## src/rtl/flash_rescue_pkg.sv

```systemverilog
package flash_rescue_pkg;

    localparam int NUM_BURSTS = 6;

    typedef enum logic [1:0] {
        ST_IDLE,
        ST_SEL_LO,
        ST_SEL_HI,
        ST_GAP
    } rescue_state_e;

    typedef struct packed {
        rescue_state_e st;
        logic          cs_n;
        logic          sck;
        logic [2:0]    idx;
        logic [5:0]    edges;
        logic          done;
    } rescue_seq_t;

    // Rising-edge count for each select-low window, in issue order.
    function automatic logic [5:0] burst_len(input logic [2:0] idx);
        case (idx)
            3'd0:    burst_len = 6'd7;
            3'd1:    burst_len = 6'd9;
            3'd2:    burst_len = 6'd13;
            3'd3:    burst_len = 6'd17;
            3'd4:    burst_len = 6'd25;
            default: burst_len = 6'd33;
        endcase
    endfunction

endpackage

```

## src/rtl/rescue_down_counter.sv

```systemverilog
module rescue_down_counter #(
    parameter int W = 4
) (
    input  logic         clk,
    input  logic         rst_n,
    input  logic         load_i,
    input  logic [W-1:0] load_val_i,
    output logic         zero_o
);

    logic [W-1:0] cnt_d, cnt_q;

    always_comb begin
        cnt_d = cnt_q;
        if (load_i) begin
            cnt_d = load_val_i;
        end else if (cnt_q != '0) begin
            cnt_d = cnt_q - 1'b1;
        end
    end

    always_ff @(posedge clk or negedge rst_n) begin
        if (!rst_n) begin
            cnt_q <= '0;
        end else begin
            cnt_q <= cnt_d;
        end
    end

    assign zero_o = (cnt_q == '0);

endmodule

```

## src/rtl/rescue_pad_drive.sv

```systemverilog
module rescue_pad_drive #(
    parameter int                    NUM_PADS   = 4,
    parameter logic [NUM_PADS-1:0]   DRIVE_MASK = '1
) (
    input  logic                active_i,
    output logic [NUM_PADS-1:0] oe_o,
    output logic [NUM_PADS-1:0] out_o
);

    for (genvar p = 0; p < NUM_PADS; p++) begin : g_pad
        if (DRIVE_MASK[p]) begin : g_drive
            assign oe_o[p]  = active_i;
            assign out_o[p] = active_i;
        end else begin : g_float
            assign oe_o[p]  = 1'b0;
            assign out_o[p] = 1'b0;
        end
    end

endmodule

```

## src/rtl/flash_rescue_seq.sv

```systemverilog
module flash_rescue_seq
    import flash_rescue_pkg::*;
#(
    parameter int CLK_DIV    = 4,
    parameter int GAP_CYCLES = 6,
    parameter bit DQ2_DRIVE  = 1'b1
) (
    input  logic       clk,
    input  logic       rst_n,
    input  logic       start_i,
    output logic       cs_n_o,
    output logic       sck_o,
    output logic [3:0] dq_oe_o,
    output logic [3:0] dq_out_o,
    output logic       busy_o,
    output logic       done_o
);

    localparam int HALF    = CLK_DIV / 2;
    localparam int GAP_EFF = (GAP_CYCLES > CLK_DIV) ? GAP_CYCLES : CLK_DIV;
    localparam int CW      = $clog2(GAP_EFF + 1);
    localparam logic [3:0] PAD_MASK = {1'b1, DQ2_DRIVE, 1'b0, 1'b1};

    rescue_seq_t   seq_d, seq_q;
    logic          tmr_load;
    logic [CW-1:0] tmr_val;
    logic          tmr_zero;
    logic [5:0]    cur_len;

    assign cur_len = burst_len(seq_q.idx);

    rescue_down_counter #(.W(CW)) u_timer (
        .clk        (clk),
        .rst_n      (rst_n),
        .load_i     (tmr_load),
        .load_val_i (tmr_val),
        .zero_o     (tmr_zero)
    );

    always_comb begin
        seq_d      = seq_q;
        seq_d.done = 1'b0;
        tmr_load   = 1'b0;
        tmr_val    = '0;
        case (seq_q.st)
            ST_IDLE: begin
                if (start_i) begin
                    seq_d.st    = ST_SEL_LO;
                    seq_d.cs_n  = 1'b0;
                    seq_d.sck   = 1'b0;
                    seq_d.idx   = '0;
                    seq_d.edges = '0;
                    tmr_load    = 1'b1;
                    tmr_val     = CW'(HALF - 1);
                end
            end
            ST_SEL_LO: begin
                if (tmr_zero) begin
                    tmr_load = 1'b1;
                    if (seq_q.edges == cur_len) begin
                        // The slot of the would-be next rising edge: deselect.
                        seq_d.st   = ST_GAP;
                        seq_d.cs_n = 1'b1;
                        tmr_val    = CW'(GAP_EFF - 1);
                    end else begin
                        seq_d.st    = ST_SEL_HI;
                        seq_d.sck   = 1'b1;
                        seq_d.edges = seq_q.edges + 6'd1;
                        tmr_val     = CW'(HALF - 1);
                    end
                end
            end
            ST_SEL_HI: begin
                if (tmr_zero) begin
                    seq_d.st  = ST_SEL_LO;
                    seq_d.sck = 1'b0;
                    tmr_load  = 1'b1;
                    tmr_val   = CW'(HALF - 1);
                end
            end
            ST_GAP: begin
                if (tmr_zero) begin
                    if (seq_q.idx == 3'(NUM_BURSTS - 1)) begin
                        seq_d.st   = ST_IDLE;
                        seq_d.done = 1'b1;
                    end else begin
                        seq_d.st    = ST_SEL_LO;
                        seq_d.cs_n  = 1'b0;
                        seq_d.idx   = seq_q.idx + 3'd1;
                        seq_d.edges = '0;
                        tmr_load    = 1'b1;
                        tmr_val     = CW'(HALF - 1);
                    end
                end
            end
            default: seq_d.st = ST_IDLE;
        endcase
    end

    always_ff @(posedge clk or negedge rst_n) begin
        if (!rst_n) begin
            seq_q <= '{st: ST_IDLE, cs_n: 1'b1, sck: 1'b0, idx: '0, edges: '0, done: 1'b0};
        end else begin
            seq_q <= seq_d;
        end
    end

    rescue_pad_drive #(.NUM_PADS(4), .DRIVE_MASK(PAD_MASK)) u_pads (
        .active_i (!seq_q.cs_n),
        .oe_o     (dq_oe_o),
        .out_o    (dq_out_o)
    );

    assign cs_n_o = seq_q.cs_n;
    assign sck_o  = seq_q.sck;
    assign busy_o = (seq_q.st != ST_IDLE);
    assign done_o = seq_q.done;

    // Support counter for the gap assertion: cycles spent deselected.
    logic [CW-1:0] hi_run_q;
    always_ff @(posedge clk or negedge rst_n) begin
        if (!rst_n) begin
            hi_run_q <= '0;
        end else if (!cs_n_o) begin
            hi_run_q <= '0;
        end else if (hi_run_q != CW'(GAP_EFF)) begin
            hi_run_q <= hi_run_q + 1'b1;
        end
    end

    a_r2_sck_idle_low: assert property (@(posedge clk) disable iff (!rst_n)
        cs_n_o |-> !sck_o);

    a_r3_pads_high: assert property (@(posedge clk) disable iff (!rst_n)
        !cs_n_o |-> (dq_oe_o[0] && dq_oe_o[3] && dq_out_o[0] && dq_out_o[3]));

    a_r4_dq1_released: assert property (@(posedge clk) disable iff (!rst_n)
        !dq_oe_o[1]);

    a_r1_edges_bounded: assert property (@(posedge clk) disable iff (!rst_n)
        seq_q.edges <= cur_len);

    a_r5_gap_min: assert property (@(posedge clk) disable iff (!rst_n)
        ($fell(cs_n_o) && seq_q.idx != 3'd0) |-> (hi_run_q >= CW'(GAP_EFF)));

    a_r6_done_single: assert property (@(posedge clk) disable iff (!rst_n)
        done_o |=> !done_o);

    a_r6_done_idle: assert property (@(posedge clk) disable iff (!rst_n)
        done_o |-> !busy_o);

    a_r7_busy_hold: assert property (@(posedge clk) disable iff (!rst_n)
        (busy_o && !(seq_q.st == ST_GAP && tmr_zero && seq_q.idx == 3'(NUM_BURSTS - 1))) |=> busy_o);

endmodule

```

## config.mk

```make
export PLATFORM = sky130hd
export DESIGN_NAME = flash_rescue_seq
export DESIGN_NICKNAME = d
export VERILOG_FILES = /design/src/rtl/flash_rescue_pkg.sv /design/src/rtl/rescue_down_counter.sv /design/src/rtl/rescue_pad_drive.sv /design/src/rtl/flash_rescue_seq.sv
export SDC_FILE = /design/constraint.sdc
export NUM_CORES = 1
export LEC_CHECK = 0
export BUFFER_PORTS_ARGS = -buffer_cell sky130_fd_sc_hd__buf_2
export CAP_MARGIN = 20
export CELL_PAD_IN_SITES_DETAIL_PLACEMENT = 1
export CELL_PAD_IN_SITES_GLOBAL_PLACEMENT = 1
export CORE_ASPECT_RATIO = 1.5
export CORE_MARGIN = 1
export CORE_UTILIZATION = 40
export CTS_BUF_LIST = sky130_fd_sc_hd__clkbuf_4 sky130_fd_sc_hd__clkbuf_8 sky130_fd_sc_hd__clkbuf_16
export DETAILED_ROUTE_END_ITERATION = 10
export PLACE_DENSITY = 0.84
export REMOVE_ABC_BUFFERS = 1
export SYNTH_ARGS = -nofsm -noshare
export SYNTH_HDL_FRONTEND = slang
export SYNTH_HIERARCHICAL = 1
export SYNTH_SLANG_ARGS = --single-unit
```

## constraint.sdc

```tcl
create_clock -name clk -period 2.29 [get_ports clk]
set_clock_uncertainty 0.1 [all_clocks]
set_input_delay 0.1145 -clock clk [delete_from_list [all_inputs] [get_ports clk]]
set_output_delay 0.1145 -clock clk [all_outputs]
set_load 0.02 [all_outputs]
```

Yosys cells after proc, flatten, opt, wreduce, memory -nomap -nowiden
Cells that the tools add are included.
{"block": "word_totals", "out_inout_bits": 12, "word_cells": 78, "regBits": 17, "in_bits": 3}
{"block": "classes", "reduce_logical": 16, "addsub": 3, "n_eq_ne": 16, "muxes": 36}
{"operator": "$pmux 6 s5", "n": 1}
{"operator": "$pmux 6 s3", "n": 1}
{"operator": "$mux 1", "n": 16}
{"operator": "$mux 3", "n": 5}
{"operator": "$ne 2x2->1 const B", "n": 7}
{"operator": "$mux 13", "n": 1}
{"operator": "$mux 6", "n": 2}
{"operator": "$pmux 3 s4", "n": 1}
{"operator": "$reduce_and 6->1", "n": 2}
{"operator": "$mux 10", "n": 1}
{"operator": "$mux 9", "n": 1}
{"operator": "$pmux 1 s3", "n": 3}
{"operator": "$reduce_bool 3->1", "n": 3}
{"operator": "$pmux 2 s4", "n": 1}
{"operator": "$reduce_and 4->1", "n": 2}
{"operator": "$add 6x1->6 const B", "n": 1}
{"operator": "$eq 3x2->1 const B", "n": 2}
{"operator": "$eq 3x3->1 const B", "n": 2}
{"operator": "$eq 6x6->1", "n": 1}
{"operator": "$logic_not 3->1", "n": 2}
{"operator": "$pmux 3 s2", "n": 1}
{"operator": "$reduce_bool 2->1", "n": 3}
{"operator": "$reduce_and 5->1", "n": 1}
{"operator": "$eq 2x2->1 const B", "n": 2}
{"operator": "9 further kinds", "n": 9}

Depth between registers and ports, before layout
{"block": "logic_depth", "ltp_word": 7, "ltp_mapped": 11}

By module
The synthesis kept the hierarchy.
{"mod": "flash_rescue_seq", "cells_each": 142, "n_inst": 1, "area_each_um2": 1218.7}
{"mod": "rescue_down_counter", "cells_each": 21, "n_inst": 1, "area_each_um2": 200.2}
{"mod": "rescue_pad_drive", "cells_each": 9, "n_inst": 1, "area_each_um2": 63.8}

Least setup slack after synthesis
No wires, ideal clock.
{"block": "synth_timing", "path_type": "reg-to-reg", "start": "register seq_q[7] in the netlist's numbering", "end": "register seq_q[5] in the netlist's numbering", "arrival_time_ns": 2.053, "setup_slack_ns": 0.002, "stages_incl_launch_ff": 8, "path_cell_list": "dfrtp_1 inv_1 ha_1 or4_1 a21o_1 o2111a_4 a2111oi_4 o211ai_1"}
{"block": "synth_via", "elab_chain_cells": 5, "elab_cells_between_ends": 11, "cone_classes": "8 x eq/ne; 1 x mux; 2 x reduce/logical"}
{"item": "start: declaration", "line": "flash_rescue_seq.sv:24", "source": "rescue_seq_t seq_d, seq_q;"}
{"item": "start signal: assignment", "line": "flash_rescue_seq.sv:102", "source": "seq_q <= '{st: ST_IDLE, cs_n: 1'b1, sck: 1'b0, idx: '0, edges: '0, done: 1'b0};"}
{"item": "start signal: assignment", "line": "flash_rescue_seq.sv:104", "source": "seq_q <= seq_d;"}
{"item": "$eq 3x3->1 (tied with other cells)", "line": "flash_rescue_pkg.sv:23", "source": "case (idx)"}
{"item": "$pmux 6 s5", "line": "flash_rescue_pkg.sv:23"}
{"item": "$eq 6x6->1", "line": "flash_rescue_seq.sv:60", "source": "if (seq_q.edges == cur_len) begin"}
{"item": "$ne 2x2->1 (no source line)"}
{"item": "$reduce_and 6->1 (no source line) (*)"}
Mark *: on every way between the ends. The rest lies on a longest branch, timed or not.
A chain may end at the register's enable or synchronous reset.

Final worst setup path
Ends and elaborated chain as after synthesis.

==> results.md <==
* EDFF count, synth at 0
* Pint at between 0.001 and 0.0015 W
* Post-route cell area at 1810 sq um
* Final WS setup at 24.7 ps
* Synth async-reset ratio at 1.00
* Hpwl dp at between 3000 and 4000 um
* Max Cap Viol at 0
* RSZ-0062 raised after global routing: yes
* Critical Path RT at roughly 2300 ps
* Cell area after synthesis at 1480 sq um
* Reg2reg path depth at 7
* CP Buf/Inv Count at 1
* Sequential share of the synthesized area at 0.288
* CP Class: register to register
* Footprint of the multi-input gates at about 1000 sq um
* Row count at 26
* Largest net degree at the start of global routing at 18
* Post-synthesis cell count at 172
* # IOs at 15
* Antenna cells at 0
* Total Negative Setup Slacks at 0 ps
* Setup violators final at 0
* #FFs+latches synth at 17
* Syn Area/Cell at between 8 and 9 sq um
* Slowest CP cell: or4_4
* Dpl cell area at 1610 sq um
* GRT Resource Usage Total at 0.229
* Commonest non-fill, non-tap cell in the layout: buf_4
* # DRC at 0
* NumNets Final at 210
* Hold Path Class: primary input to register
* Family with the most delay on the worst path: compound AO/OA/AOI/OAI gates
* Crit. End Element: register
* Largest stage delay, worst path at roughly 550 ps
* Clk_lat worst skew at roughly 260 ps
* Finished Layout Cells at 235
* Register Area at 428 sq um
* Post-route ant nets at 0
* Top FF cell, synth: dfrtp_1
* Most frequent cells in the layout: 17 x buf_4, 15 x inv_1, 15 x dfrtp_1
* IO Port Bufs at 12
* H-tree Lvls at 1
* Placed cells at approximately 230
* CTS sink cnt at 17
* CP max FO at 6
* Initial antenna violation count at 0
* Core Area at 3480 sq um
* Comb pwr share at 0.665
* Layout cell share with drive strength beyond 1 at 0.316
* Pwr dens at approximately 1200 nW/um^2
* Vias per std cell at around 6.0
* Yosys cell types at 50
* Starting DRT DRC Count at 19
* WL final at 4360 um
* YS warnings at 6
* Grt ovf at 0
* Final Wtd Congestion at between 0.8 and 0.9
* Die Ht at about 77 um
* Sequential power share at 0.226
* Sw Pwr at ~0.0011 W
* Fill cell count at about 410
* Vias after detailed routing at around 1,400
* Status: complete, no violations
* Clock-pin slew on the worst setup and hold paths at roughly 70 ps
* Routed WL per cell at 18.5 um
* Setup WS pre-CTS at -122 ps
* Hold Path Depth at 3
* CP Launch Type: register
* Sw frac at 0.499
* Clk pwr share at 0.109
* Core Util, Final at 0.520
* CP cell instances: inv_2, ha_4, or4_4, a21o_1, o2111a_4, a2111oi_4, o211ai_1
* VDD IR max at 0.872 mV
* TritonCTS clock tree: yes
* Initial cell density of the core at 0.426
* DR pass1 iterations at 4
* Number of global-route vias before repair at between 1,500 and 2,000
* Leakage at about 0.76 nW
* Die ar. at 3960 sq um
* CTS Buffer Depth at 2
* Total CTS buffers at 3
* Global-route wire length before repair at between 6000 and 7000 um
* Fin. Hold Viols at 0
* Max-slew violations at 0
* Clk root buf: clkbuf_8
* Die width at between 50 and 60 um
* Minimum clock period at ~2300 ps
* Highest clock rate at ~440 MHz
* Crit path DAT at roughly 2300 ps
* Area delta synth->final at 22.2%
* Period utilization at 0.989
* Critical path depth at 7
[area by class of cell]
cell class,count,area share
Clock buffer,3,0.0228
Multi-Input combinational cell,125,0.565
Sequential cell,17,0.236
Clock inverter,1,0.00276
Inverter,17,0.0352
Timing Repair Buffer,30,0.109
Tap cell,42,0.0290
[what timing repair did]
item,4_1_cts,5_1_grt
pin swaps,3,8
gates cloned,0,0
buffers inserted,1,3
hold buffers,1,0
endpoints found under the setup margin,7,9
resized for setup,8,17
hold endpoints to repair,16,0
[worst min-delay path: cells and delay by family]
family / cells / cell delay (ps)
AO/OA/AOI/OAI: 1 / 170
buffers and inverters: 1 / 130
AND/OR/NAND/NOR: 1 / 60
[power groups by stage]
stage,combinational [W],sequential [W],clock [W]
global route,0.00162,0.000513,0.000251
floorplan,0.000860,0.000474,0
global placement,0.00120,0.000483,0
finish,0.00148,0.000504,0.000241
detailed placement,0.00128,0.000495,0
CTS,0.00137,0.000493,0.000238
[cell usage after synthesis, drive strengths merged, types with 3 or more instances]
cell type	n	share of area
inv	17	0.043
dfrtp	16	0.27
ha	13	0.11
nand2	13	0.033
buf	9	0.044
a21oi	8	0.027
nor2	8	0.020
o21ai	7	0.024
nand3	6	0.020
o211ai	6	0.030
clkbuf	5	0.013
nor2b	5	0.021
a211oi	4	0.020
and3	4	0.017
nand2b	4	0.017
a22o	3	0.018
nor3	3	0.010
nor3b	3	0.015
[flip-flops by register name, indices dropped and copies added (netlist names)]
| register | cells |
|---|---|
| seq_q | 11 |
| done_o | 1 |
| sck_o | 1 |
| u_timer/cnt_q | 3 |
| cs_n_o | 1 |
[metrics by stage]
stage	hold WS (ps)	total power [W]
5_1_grt	187	0.00238
3_3_place_gp	-37.1	0.00168
3_5_place_dp	-27.3	0.00177
2_1_floorplan	-281	0.00133
6_report	153	0.00223
4_1_cts	167	0.00210
[worst paths after layout]
check	startpoint	to	slack, ps
setup / recovery	seq_q[7]$_DFFE_PN0P_	seq_q[5]$_DFFE_PN0P_	20
hold / removal	start_i	seq_q[9]$_DFFE_PN0P_	150
setup reg to reg	seq_q[7]$_DFFE_PN0P_	seq_q[5]$_DFFE_PN0P_	20
hold reg to reg	sck_o$_DFFE_PN0P_	sck_o$_DFFE_PN0P_	410
max in group asynchronous	rst_n	cs_n_o$_DFFE_PN1P_	1550
min in group asynchronous	rst_n	u_timer/cnt_q[1]$_DFFE_PN0P_	220
[cells by family (layout without fill, tap and decap cells)]
logic type | count (synthesis) | count (layout) | synth area share
AO/OA/AOI/OAI | 47 | 47 | 0.261
XOR/XNOR | 2 | 2 | 0.0118
adder cells (fa/ha/maj) | 13 | 13 | 0.110
buffers and inverters | 31 | 51 | 0.0996
flip-flops | 17 | 17 | 0.288
other | 2 | 3 | 0.00507
AND/OR/NAND/NOR | 60 | 60 | 0.225
[layer usage]
metal  vias to the layer above  track usage  wire length (um)
met1                       714        0.243              1670
li1                        655            -                 -
met2                        30        0.439              2530
met3                         6       0.0200               100
met5                         -            0                 0
met4                         0       0.0892                56
(Power assumes the default switching activity.)
